File: config.mk
export PLATFORM = sky130hd
export DESIGN_NAME = periodic_rate_gen
export DESIGN_NICKNAME = d
export VERILOG_FILES = /design/src/rtl/periodic_rate_gen.sv
export SDC_FILE = /design/constraint.sdc
export NUM_CORES = 1
export LEC_CHECK = 0
export ABC_AREA = 1
export BUFFER_PORTS_ARGS = -buffer_cell sky130_fd_sc_hd__buf_2
export CORE_ASPECT_RATIO = 1.75
export CORE_MARGIN = 4
export CORE_UTILIZATION = 55
export DETAILED_ROUTE_END_ITERATION = 10
export HOLD_SLACK_MARGIN = 0.12
export PLACE_DENSITY = 0.76
export SETUP_SLACK_MARGIN = 0.1
export SLEW_MARGIN = 10
export SYNTH_ARGS = -nofsm -noshare
export SYNTH_HDL_FRONTEND = slang
export SYNTH_SLANG_ARGS = --single-unit
File: constraint.sdc
create_clock -name clk -period 1.73 [get_ports clk]
set_clock_uncertainty 0.2 [all_clocks]
set_input_delay 0.0865 -clock clk [delete_from_list [all_inputs] [get_ports clk]]
set_output_delay 0.0865 -clock clk [all_outputs]
set_load 0.005 [all_outputs]
File: src/rtl/periodic_rate_gen.sv
module periodic_rate_gen #(
  parameter int CNT_W     = 16,
  parameter int CODE_W    = 4,
  parameter int SLOW_OFS  = 7,
  parameter logic [7:0] FLAG_MASK = 8'hC0
) (
  input  logic              clk,
  input  logic              rst_n,
  input  logic              tick_32k,
  input  logic [CODE_W-1:0] rate_code,
  input  logic              per_en,
  input  logic              inhibit,
  output logic              irq_pulse,
  output logic [7:0]        stat_set
);

  localparam int EXP_W = $clog2(CNT_W);

  logic [CNT_W-1:0] cnt_q;
  logic [CNT_W-1:0] cnt_nxt;
  logic [EXP_W-1:0] exp_sel;
  logic [CNT_W-1:0] mask;
  logic             armed;
  logic             hit;
  logic [7:0]       flags_q;

  assign cnt_nxt = cnt_q + 1'b1;
  assign exp_sel = (rate_code <= CODE_W'(2)) ? EXP_W'(rate_code + SLOW_OFS)
                                             : EXP_W'(rate_code - 1'b1);
  assign mask    = (CNT_W'(1) << exp_sel) - 1'b1;
  assign armed   = (rate_code != '0) && per_en && !inhibit;
  assign hit     = tick_32k && armed && ((cnt_nxt & mask) == '0);

  always_ff @(posedge clk) begin
    if (!rst_n) begin
      cnt_q     <= '0;
      irq_pulse <= 1'b0;
      flags_q   <= '0;
    end else begin
      if (tick_32k) cnt_q <= cnt_nxt;
      irq_pulse <= hit;
      flags_q   <= hit ? FLAG_MASK : 8'h00;
    end
  end

  assign stat_set = flags_q;

  a_r2_code_zero_silent: assert property (@(posedge clk) disable iff (!rst_n)
    irq_pulse |-> $past(rate_code) != '0);
  a_r3_enable_required: assert property (@(posedge clk) disable iff (!rst_n)
    irq_pulse |-> $past(per_en));
  a_r4_inhibit_blocks: assert property (@(posedge clk) disable iff (!rst_n)
    irq_pulse |-> !$past(inhibit));
  a_r7_after_tick: assert property (@(posedge clk) disable iff (!rst_n)
    irq_pulse |-> $past(tick_32k));
  a_r7_single_cycle: assert property (@(posedge clk) disable iff (!rst_n)
    irq_pulse |=> !irq_pulse);
  a_r8_flag_match: assert property (@(posedge clk) disable iff (!rst_n)
    stat_set == (irq_pulse ? FLAG_MASK : 8'h00));
  a_r5_on_grid: assert property (@(posedge clk) disable iff (!rst_n)
    (irq_pulse && $past(rate_code) >= 4'd3) |-> cnt_q[1:0] == 2'b00);
  a_r6_slow_grid: assert property (@(posedge clk) disable iff (!rst_n)
    (irq_pulse && $past(rate_code) == 4'd1) |-> cnt_q[7:0] == 8'h00);

endmodule

## Word level (Yosys, flattened, before mapping)

Index checks and enable logic that the tools add are counted.

| storage, ports and cells | value |
|---|---|
| register bits after elaboration | 25 |
| latch bits | 0 |
| RAM bits | 0 |
| bits in read-only memories | 0 |
| input bits | 9 |
| word-level logic and storage cells | 19 |
| memories | 0 |

| operators by class | value |
|---|---|
| add/subtract/negate cells | 4 |
| multiply operators | 0 |
| divide/modulo/power cells | 0 |
| $lt $le $gt $ge | 1 |
| equal/unequal tests | 0 |
| shifts and indexed selects | 1 |
| mux-type cells | 2 |
| bitwise operators | 1 |
| reductions and logical operators | 7 |

Operators with widths:

| kind | number |
|---|---|
| $add 16x1->16 const B | 1 |
| $and 16x16->16 | 1 |
| $logic_not 16->1 | 1 |
| $shl 1x4->16 const A | 1 |
| $sub 16x1->16 const B | 1 |
| $mux 8 | 1 |
| $add 4x3->4 const B | 1 |
| $le 4x2->1 const B | 1 |
| $logic_and 1x1->1 | 4 |
| $mux 4 | 1 |
| $reduce_bool 4->1 | 1 |
| $sub 4x1->4 const B | 1 |
| $logic_not 1->1 | 1 |

## Logic depth before layout (Yosys ltp)

Gate-level depths: netlist of run 1.

| depth | value |
|---|---|
| word-level depth | 8 |
| depth in mapped cells | 12 |
| gate-level depth less buffers | 11 |

## Worst setup path before layout of run 1

No wires, ideal clock.

| timing | value |
|---|---|
| path type | register to register |
| from | reg cnt_q[0] |
| to | reg flags_q[6], in the netlist stat_set[6] |
| library setup time | 110 ps |
| arrival | 1287 ps |
| data required time | 1420 ps |
| path slack | 133 ps |
| stages on the path, launching flop included | 11 |
| buffers on the path | 0 |
| clock period less this slack | 1597 ps |
| path through | dfxtp_1 ha_1 nand2_1 nor2_2 nand3b_1 a21boi_1 nand2_1 nand2_1 inv_1 nand2_1 nor2_2 |

| between the ends | value |
|---|---|
| longest elaborated chain between the ends | 5 |

Ends and longest elaborated chain:

| what | RTL line | RTL |
|---|---|---|
| start: declaration | 19 | `logic [CNT_W-1:0] cnt_q;` |
| start signal: assignment | 40 | `if (tick_32k) cnt_q <= cnt_nxt;` |
| $add 16x1->16 | 27 | `assign cnt_nxt = cnt_q + 1'b1;` |
| $and 16x16->16 | 32 | `assign hit = tick_32k && armed && ((cnt_nxt & mask) == '0);` |
| $logic_not 16->1 | 32 |  |
| $logic_and 1x1->1 | 32 |  |
| $mux 8 | 42 | `flags_q <= hit ? FLAG_MASK : 8'h00;` |
| end signal: assignment | 42 |  |
| end: declaration | 25 | `logic [7:0] flags_q;` |

No other way between the ends.
A chain may end at the register's enable or synchronous reset.

## Worst setup path in the final report of run 1

| timing | value |
|---|---|
| from | reg cnt_q[1] |
| to | reg flags_q[6], in the netlist stat_set[6] |

The elaborated chain is that of the path after synthesis.

==> flow_summary.ini, run 1 <==
[status]
outcome = finished clean

[worst_setup_path]
criticalPathCategory = register to register
start_kind = register
cp_slowest_cell = dfxtp_4
arrival_ns = 1.54
cp_data_required_time_ns = 1.67
cpPeakStageDelay_ns = 0.38
cpMostUsedCell = nand2_1
cp-end-kind = register
path_max_fanout = 5
path_cells = ha_4, nand2_4, nor2_4, xor2_1, nand3_1, nand2_1, nor2_1, nand2_1, nor2_2

[drt]
routed-wl-met3_um = 72
drt_pass1_iterations = 4
drt-total-wl_mm = 3.30
drtAntennaViolNets = 0
drtIter0Drc = 52
dr_wl_met2_mm = 1.70
wl_per_cell_um = 11.6
avgViaCountPerCell = 5.18
drc = 0
vias = 1470
met1_length_mm = 1.42
top_layer_used = met4

[power]
power.leakage_uw = 0.000826
switching_power_uw = 275
p_total_uw = 892
combPwrFrac_pct = 21.4
power_frac_seq_pct = 47.1
powerDensity_nw_per_um2 = 554
peakVddDrop_uv = 513
p_sw_share_pct = 30.8
intPower_uw = 617
clockPowerShare_pct = 31.5

[finish]
nets = 272
final_common_cell = nand2_1
fill_cells = 238
diodes = 0
final_cell_mix = 63 x nand2_1, 33 x inv_1, 25 x nand3_1
final_core_util_pct = 68.3
area_growth_pct = 16.4
drive_gt1_share_pct = 19.3
fin_cells = 284

[timing]
setup_viol = 0
min_period_over_period_pct = 92.2
layout_min_cycle_time_ns = 1.60
max_freq_mhz = 627
hold_violations = 0
rsz0062_at_grt = true
drv_slew = 0

[placement]
portBuffers = 11
dp_cells = 277
dpl.hpwl_mm = 2.65
finalWeightedCongestion = 0.848

[clocking]
insertion_delay_ns = 0.25
root_buffer = clkbuf_8
numCtsBuffers = 3
cts-htree-levels = 1
clk_pin_slew_ns = 0.07
cts_buffer_depth = 2
cts_sinks = 16
cts_tree = yes

[logic_synthesis]
synth_top_area_share_pct = 23.1
synth_top_cell_by_area = dfxtp_1
yosys_warnings = 0
synth-seq-cells = 16
syn_area_um2 = 1390
synth.distinct_cells = 25
postSynthCellCount = 243
avgSynthCellArea_um2 = 5.70
synth_area_leaders = dfxtp_1 23%, nand2_1 18%, nand3_1 9.0%
ys_seq_area_share_pct = 23.1

[floorplan]
die_w_um = 45.9
num_rows = 23
die-area_um2 = 3420
initial_core_util_pct = 58.7
placeableCoreArea_um2 = 2360
die_h_um = 74.4
io_pins = 18

[global_route]
grt_pass1_vias = 1405
grt_first_pass_wirelength_mm = 5.70
antenna_found_initial = 0
grt_max_degree = 14
track_usage_pct = 22.4
overflow = 0

[flow_run]
cap_violations = 0

[worst_hold_path]
hold_path.class = input pin to register
## layout make-up
class / count / area, µm² / share of cell area, %
sequential: 16 / 339 / 21.0
inverter: 39 / 146 / 9.08
timing repair buffer: 22 / 145 / 9.01
multi-input combinational: 179 / 908 / 56.4
clock buffer: 3 / 41.3 / 2.56
tap: 25 / 31.3 / 1.94
## Yosys cell counts (all sizes together)
cell and number:
o21ai 11, nand2 66, nand3b 1, nand3 25
nor2 34, nand4 12, o211ai 5, clkbuf 2
ha 2, inv 38, xor2 5, a21oi 8
clkinv 1, buf 13, conb 2, nor3 1
a21boi 1, dfxtp 16
## critical path: cells and delay by family (launching register included)
| kind | cells | cell delay (ns) |
|---|---|---|
| flip-flops | 1 | 0.38 |
| adder cells (fa/ha/maj) | 1 | 0.15 |
| XOR/XNOR | 1 | 0.20 |
| AND/OR/NAND/NOR | 7 | 0.56 |
## metal layers
layer | up-vias | track usage (%)
li1 | 790 | -
met2 | 29 | 37.7
met5 | - | 0
met4 | 0 | 13.9
met3 | 8 | 2.42
met1 | 643 | 25.7
## repair_timing
action | CTS | global route
hold endpoints to repair | 9 | 0
endpoints found under the setup margin | 3 | 3
hold buffers | 3 | 0
pin swaps | 4 | 7
gates resized for setup | 14 | 11
setup buffers | 1 | 0
## power groups by stage
| stage | clock, µW | sequential (µW) | combinational [µW] |
|---|---|---|---|
| 2_1_floorplan | 0 | 419 | 141 |
| 3_3_place_gp | 0 | 423 | 172 |
| 3_5_place_dp | 0 | 424 | 173 |
| 4_1_cts | 284 | 420 | 185 |
| 5_1_grt | 313 | 423 | 222 |
| 6_report | 281 | 421 | 191 |
## logic make-up (layout without fill, tap and decap cells)
logic type	Yosys count	after routing	share of synthesized area (%)
compound gates	25	25	10.1
fa+ha+maj	2	2	1.81
simple gates	139	139	44.1
flops	16	16	23.1
xor+xnor	5	5	3.16
other cells	2	8	0.542
buf+inv	54	64	17.2
## flip-flops by register name, summed over array words and instances (netlist names)
| register | flops |
|---|---|
| cnt_q | 15 |
| stat_set | 1 |
## worst paths after layout
check | startpoint | endpoint | slack [ns] | depth (start not counted)
setup / recovery | cnt_q[1]$_SDFFE_PN0P_ | stat_set[6]$_SDFF_PN0_ | 0.13 | 9
hold / removal | rate_code[3] | stat_set[6]$_SDFF_PN0_ | 0.20 | 6
setup reg to reg | cnt_q[1]$_SDFFE_PN0P_ | stat_set[6]$_SDFF_PN0_ | 0.13 | 9
hold reg to reg | cnt_q[7]$_SDFFE_PN0P_ | cnt_q[7]$_SDFFE_PN0P_ | 0.34 | 2
## through the flow
step	setup TNS (ns)	hold slack (ns)	setup slack [ns]	area [µm²]
final	0	0.199	0.135	1610
after global routing	0	0.258	0.0153	1610
after CTS	0	0.204	0.105	1580
after detailed placement	-0.0207	0.214	-0.0207	1460
after global placement	0	0.224	0.0151	1460
after floorplan	0	0.163	0.133	1410
(Power assumes the default switching activity.)
==> run 2: changes to the inputs <==
--- a/config.mk
+++ b/config.mk
@@ -5,7 +5,6 @@
 export SDC_FILE = /design/constraint.sdc
 export NUM_CORES = 1
 export LEC_CHECK = 0
-export ABC_AREA = 1
 export BUFFER_PORTS_ARGS = -buffer_cell sky130_fd_sc_hd__buf_2
 export CORE_ASPECT_RATIO = 1.75
 export CORE_MARGIN = 4
@@ -13,6 +12,7 @@
 export DETAILED_ROUTE_END_ITERATION = 10
 export HOLD_SLACK_MARGIN = 0.12
 export PLACE_DENSITY = 0.76
+export RECOVER_POWER = 50
 export SETUP_SLACK_MARGIN = 0.1
 export SLEW_MARGIN = 10
 export SYNTH_ARGS = -nofsm -noshare
==> flow_summary.ini, run 2 <==
[worst_setup_path]
cp_data_required_time_ns = 1.71
crit_family = simple AND/OR/NAND/NOR gates
cp-end-kind = register
arrival_ns = 1.93
cp_slowest_cell = dfxtp_4
cpMostUsedCell = nand4_1
start_kind = register
cp_num_buf_inv = 0
cpPeakStageDelay_ns = 0.37
path_max_fanout = 4
path_cells = nand4_1, nor2_1, o32ai_1, a311oi_1, nand4_1, nor3_2
criticalPathCategory = register to register

[clocking]
numCtsBuffers = 3
cts-htree-levels = 1
cts_buffer_depth = 2
insertion_delay_ns = 0.25
root_buffer = clkbuf_8
cts_tree = yes
clk_pin_slew_ns = 0.07
cts_sinks = 16

[floorplan]
num_rows = 24
die_w_um = 47.0
placeableCoreArea_um2 = 2520
die-area_um2 = 3590
initial_core_util_pct = 58.1
die_h_um = 76.3
io_pins = 18

[drt]
drtIter0Drc = 74
drtAntennaViolNets = 0
vias = 1502
met1_length_mm = 1.56
drt-total-wl_mm = 4.29
wl_per_cell_um = 17.6
drc = 0
routed-wl-met3_um = 227
top_layer_used = met4
drt_pass1_iterations = 4
avgViaCountPerCell = 6.16
dr_wl_met2_mm = 2.37

[timing]
rsz0062_at_grt = true
setup_viol = 2
layout_min_cycle_time_ns = 1.95
min_period_over_period_pct = 113
worstMarginPinSlew_ns = 0.569
max_freq_mhz = 512
fin_tns_setup_ns = -0.224
hold_violations = 0
drv_slew = 0
layout_setup_ws_ns = -0.223
maxSlewHeadroom_pct = 62.0

[global_route]
grt_pass1_vias = 1520
grt_max_degree = 16
antenna_found_initial = 0
overflow = 0
track_usage_pct = 25.3
grt_first_pass_wirelength_mm = 6.94

[placement]
place_area_um2 = 1660
portBuffers = 11
dp_cells = 233
dpl.hpwl_mm = 2.84
pre_cts_slack_ns = -0.172
finalWeightedCongestion = 1.05

[finish]
diodes = 0
final_area_um2 = 1830
final_cell_mix = 32 x buf_4, 13 x xnor2_1, 12 x nand4_1, 12 x dfxtp_1
final_common_cell = buf_4
drive_gt1_share_pct = 34.9
nets = 230
fin_cells = 244
largest_reg_flops = 15
area_growth_pct = 24.6
fill_cells = 197
largest-register = cnt_q

[logic_synthesis]
synth.top_cells.by_count = 16 x dfxtp_1, 14 x xnor2_1, 12 x nand2_1, 12 x nand4_1, 11 x and2_1
synth_top_area_share_pct = 21.9
async_flop_share_pct = 0
yosys.area_share.simple_pct = 38.5
ys_seq_area_share_pct = 21.9
synth.distinct_cells = 49
postSynthCellCount = 179
synth_mux_area_share_pct = 1.45
synthAdderAreaFrac_pct = 3.16
synth_top_cell_by_area = dfxtp_1
synth_top_family_by_area = simple AND/OR/NAND/NOR gates
synth_top_flop_cell = dfxtp_1
synth-seq-cells = 16
synth_area_leaders = dfxtp_1 22%, xnor2_1 8.4%, nand4_1 5.1%
avgSynthCellArea_um2 = 8.19
syn_area_um2 = 1470
synth_xor_area_share_pct = 13.2
synth_compound_area_share_pct = 7.86
yosys_warnings = 0
synth_edf_count = 0
yosysMostFrequentCell = dfxtp_1

[worst_hold_path]
hold_path.class = input pin to register

[power]
peakVddDrop_uv = 435
power.leakage_uw = 0.000728
powerDensity_nw_per_um2 = 448

[status]
failed_checks = negative setup slack
outcome = complete, but fails checks

[flow_run]
cap_violations = 0
run 2: timing repair:
| item | in CTS | in global routing |
|---|---|---|
| setup buffers | 2 | 2 |
| hold buffers | 3 | 0 |
| endpoints found under the hold margin | 16 | 0 |
| pin swaps | 18 | 7 |
| resized for setup | 16 | 3 |
| endpoints found under the setup margin | 9 | 10 |
run 2: cells by family (layout without fill, tap and decap cells):
| logic type | after synthesis | in the layout |
|---|---|---|
| XOR/XNOR | 22 | 22 |
| buffers and inverters | 24 | 57 |
| other | 2 | 8 |
| flip-flops | 16 | 16 |
| adder cells (fa/ha/maj) | 4 | 4 |
| multiplexers | 2 | 2 |
| AO/OA/AOI/OAI | 18 | 18 |
| AND/OR/NAND/NOR | 91 | 91 |
run 2: layout make-up:
cell class / count / area (µm²) / share of cell area (%)
clock buffers: 4 / 45.0 / 2.47
inverters: 4 / 15.0 / 0.822
multi-input cells: 145 / 1050 / 57.6
flip-flops and latches: 16 / 330 / 18.1
well taps: 26 / 32.5 / 1.78
repair buffers: 49 / 350 / 19.2
run 2: routing by layer:
layer | vias up | GRT usage, %
li1 | 698 | -
met1 | 715 | 29.0
met2 | 72 | 42.5
met3 | 17 | 4.96
met5 | - | 0
met4 | 0 | 10.8
run 2: tightest hold or removal path, stage by stage:
cell and delay (ns):
buf_2 0.09, buf_4 0.19, mux2i_1 0.09, nor2b_1 0.10
run 2: path summary, 6_finish.rpt:
path,start,end,slack (ns),cells past startpoint
min,tick_32k,cnt_q[1]$_SDFFE_PN0P_,0.14,4
min reg2reg,cnt_q[14]$_SDFFE_PN0P_,cnt_q[14]$_SDFFE_PN0P_,0.40,2
max,cnt_q[0]$_SDFFE_PN0P_,stat_set[6]$_SDFF_PN0_,-0.22,6
max reg2reg,cnt_q[0]$_SDFFE_PN0P_,stat_set[6]$_SDFF_PN0_,-0.22,6
run 2: stage by stage:
stage / total power [µW] / util (%) / hold slack [ns]
floorplan: 485 / - / 0.00821
global placement: 511 / 65.6 / 0.282
detailed placement: 516 / 65.6 / 0.304
CTS: 817 / 71.5 / 0.139
global route: 861 / 72.4 / 0.175
finish: 818 / 72.4 / 0.141
run 2: power by group:
part           switching, µW  internal, µW  total, µW
combinational           77.0          66.4        143
clock                    129           163        293
sequential              7.55           374        382
==> run 3: changes to the inputs <==
--- a/config.mk
+++ b/config.mk
@@ -11,7 +11,7 @@
 export CORE_UTILIZATION = 55
 export DETAILED_ROUTE_END_ITERATION = 10
 export HOLD_SLACK_MARGIN = 0.12
-export PLACE_DENSITY = 0.76
+export PLACE_DENSITY = 0.8
 export RECOVER_POWER = 50
 export SETUP_SLACK_MARGIN = 0.1
 export SLEW_MARGIN = 10
==> flow_summary.ini, run 3 (synthesized netlist as in run 2, its figures left out) <==
[status]
outcome = complete, but fails checks
failed_checks = negative setup slack

[placement]
portBuffers = 11
finalWeightedCongestion = 1.06
pre_cts_slack_ns = -0.157
dp_cells = 233
dpl.hpwl_mm = 2.92

[global_route]
antenna_found_initial = 0
track_usage_pct = 24.6
grt_first_pass_wirelength_mm = 6.67
grt_pass1_vias = 1516
overflow = 0
grt_max_degree = 16

[timing]
min_period_over_period_pct = 108
maxSlewHeadroom_pct = 66.3
layout_min_cycle_time_ns = 1.87
rsz0062_at_grt = true
max_freq_mhz = 533
drv_slew = 0
worstMarginPinSlew_ns = 0.504
whs_ns = 0.142
setup_viol = 1
hold_violations = 0
layout_setup_ws_ns = -0.145

[floorplan]
initial_core_util_pct = 58.1
die_w_um = 47.0
placeableCoreArea_um2 = 2520
die_h_um = 76.3
die-area_um2 = 3590
io_pins = 18
num_rows = 24

[worst_setup_path]
cp_data_required_time_ns = 1.67
r2r_setup_slack_ns = -0.14
reg2reg_from = cnt_q[0]$_SDFFE_PN0P_
reg2reg_depth = 6
cpPeakStageDelay_ns = 0.40
cp_slowest_cell = nor4_1
cp-end-kind = register
criticalPathCategory = register to register
startpoint = cnt_q[0]$_SDFFE_PN0P_
start_kind = register
path_max_fanout = 4
worstReg2RegEnd = stat_set[6]$_SDFF_PN0_
cp-endpoint = stat_set[6]$_SDFF_PN0_
arrival_ns = 1.82
path_cells = nand4_1, buf_4, nor4_1, o21ai_0, o2111ai_1, nor3_2

[flow_run]
cap_violations = 0

[power]
peakVddDrop_uv = 665
p_total_uw = 874
powerDensity_nw_per_um2 = 474
power.leakage_uw = 0.000735

[drt]
top_layer_used = met4
dr_wl_met2_mm = 2.23
wl_per_cell_um = 17.2
drtIter0Drc = 92
avgViaCountPerCell = 6.19
drc = 0
drt_pass1_iterations = 5
vias = 1504
drt-total-wl_mm = 4.17
drtAntennaViolNets = 0
routed-wl-met3_um = 214
met1_length_mm = 1.52

[finish]
largest-register = cnt_q
fin_cells = 243
drive_gt1_share_pct = 35.9
final_cell_mix = 31 x buf_4, 13 x xnor2_1, 12 x nand4_1
final_common_cell = buf_4
diodes = 0
nets = 229
fill_cells = 189
area_growth_pct = 25.9
largest_reg_flops = 15
final_core_util_pct = 73.1

[clocking]
numCtsBuffers = 3
clk_pin_slew_ns = 0.07
cts_tree = yes
cts_sinks = 16
cts-htree-levels = 1
insertion_delay_ns = 0.26
cts_buffer_depth = 2
root_buffer = clkbuf_8

[worst_hold_path]
hold_path.class = input pin to register
[run 3: timing repair]
item / 4_1_cts / 5_1_grt
setup endpoints to repair: 9 / 10
cloned: 0 / 0
gates resized for setup: 8 / 14
pin swaps: 4 / 8
buffers inserted: 2 / 1
hold buffers: 3 / 0
endpoints found under the hold margin: 16 / 0
[run 3: metal layers]
| metal | up-vias | GRT usage [%] |
|---|---|---|
| met4 | 0 | 15.0 |
| li1 | 696 | - |
| met2 | 79 | 39.4 |
| met1 | 708 | 28.4 |
| met3 | 21 | 4.49 |
| met5 | - | 0 |
[run 3: power breakdown]
group          leakage, µW  internal (µW)  total (µW)  switching (µW)
Combinational     0.000574           69.4         148            78.8
Clock            0.0000288            202         345             142
Sequential        0.000132            374         381            7.25
Total             0.000735            646         874             228
[run 3: worst min path at each step]
stage / cells past startpoint / startpoint / end
finish: 4 / tick_32k / cnt_q[1]$_SDFFE_PN0P_
global route: 4 / tick_32k / cnt_q[1]$_SDFFE_PN0P_
CTS: 4 / tick_32k / cnt_q[1]$_SDFFE_PN0P_
detailed placement: 6 / inhibit / stat_set[6]$_SDFF_PN0_
global placement: 6 / inhibit / stat_set[6]$_SDFF_PN0_
floorplan: 1 / rst_n / cnt_q[2]$_SDFFE_PN0P_
[run 3: layout make-up]
| class | count | area (µm²) | area share [%] |
|---|---|---|---|
| clock buffer | 4 | 55.1 | 2.99 |
| tap | 26 | 32.5 | 1.76 |
| timing repair buffer | 48 | 344 | 18.7 |
| sequential | 16 | 332 | 18.0 |
| multi-input combinational | 145 | 1070 | 57.8 |
| inverter | 4 | 15.0 | 0.814 |
[run 3: critical path: cells and delay by family (launching register included)]
kind | cells | cell delay [ns]
simple gates | 3 | 0.63
flops | 1 | 0.37
compound gates | 2 | 0.36
buf+inv | 1 | 0.20
[run 3: through the flow]
stage / instance area (µm²) / TNS [ns]
final: 1840 / -0.145
after detailed placement: 1660 / -0.182
after floorplan: 1520 / 0
after global routing: 1840 / -0.249
after CTS: 1780 / -0.159
after global placement: 1660 / -0.0961
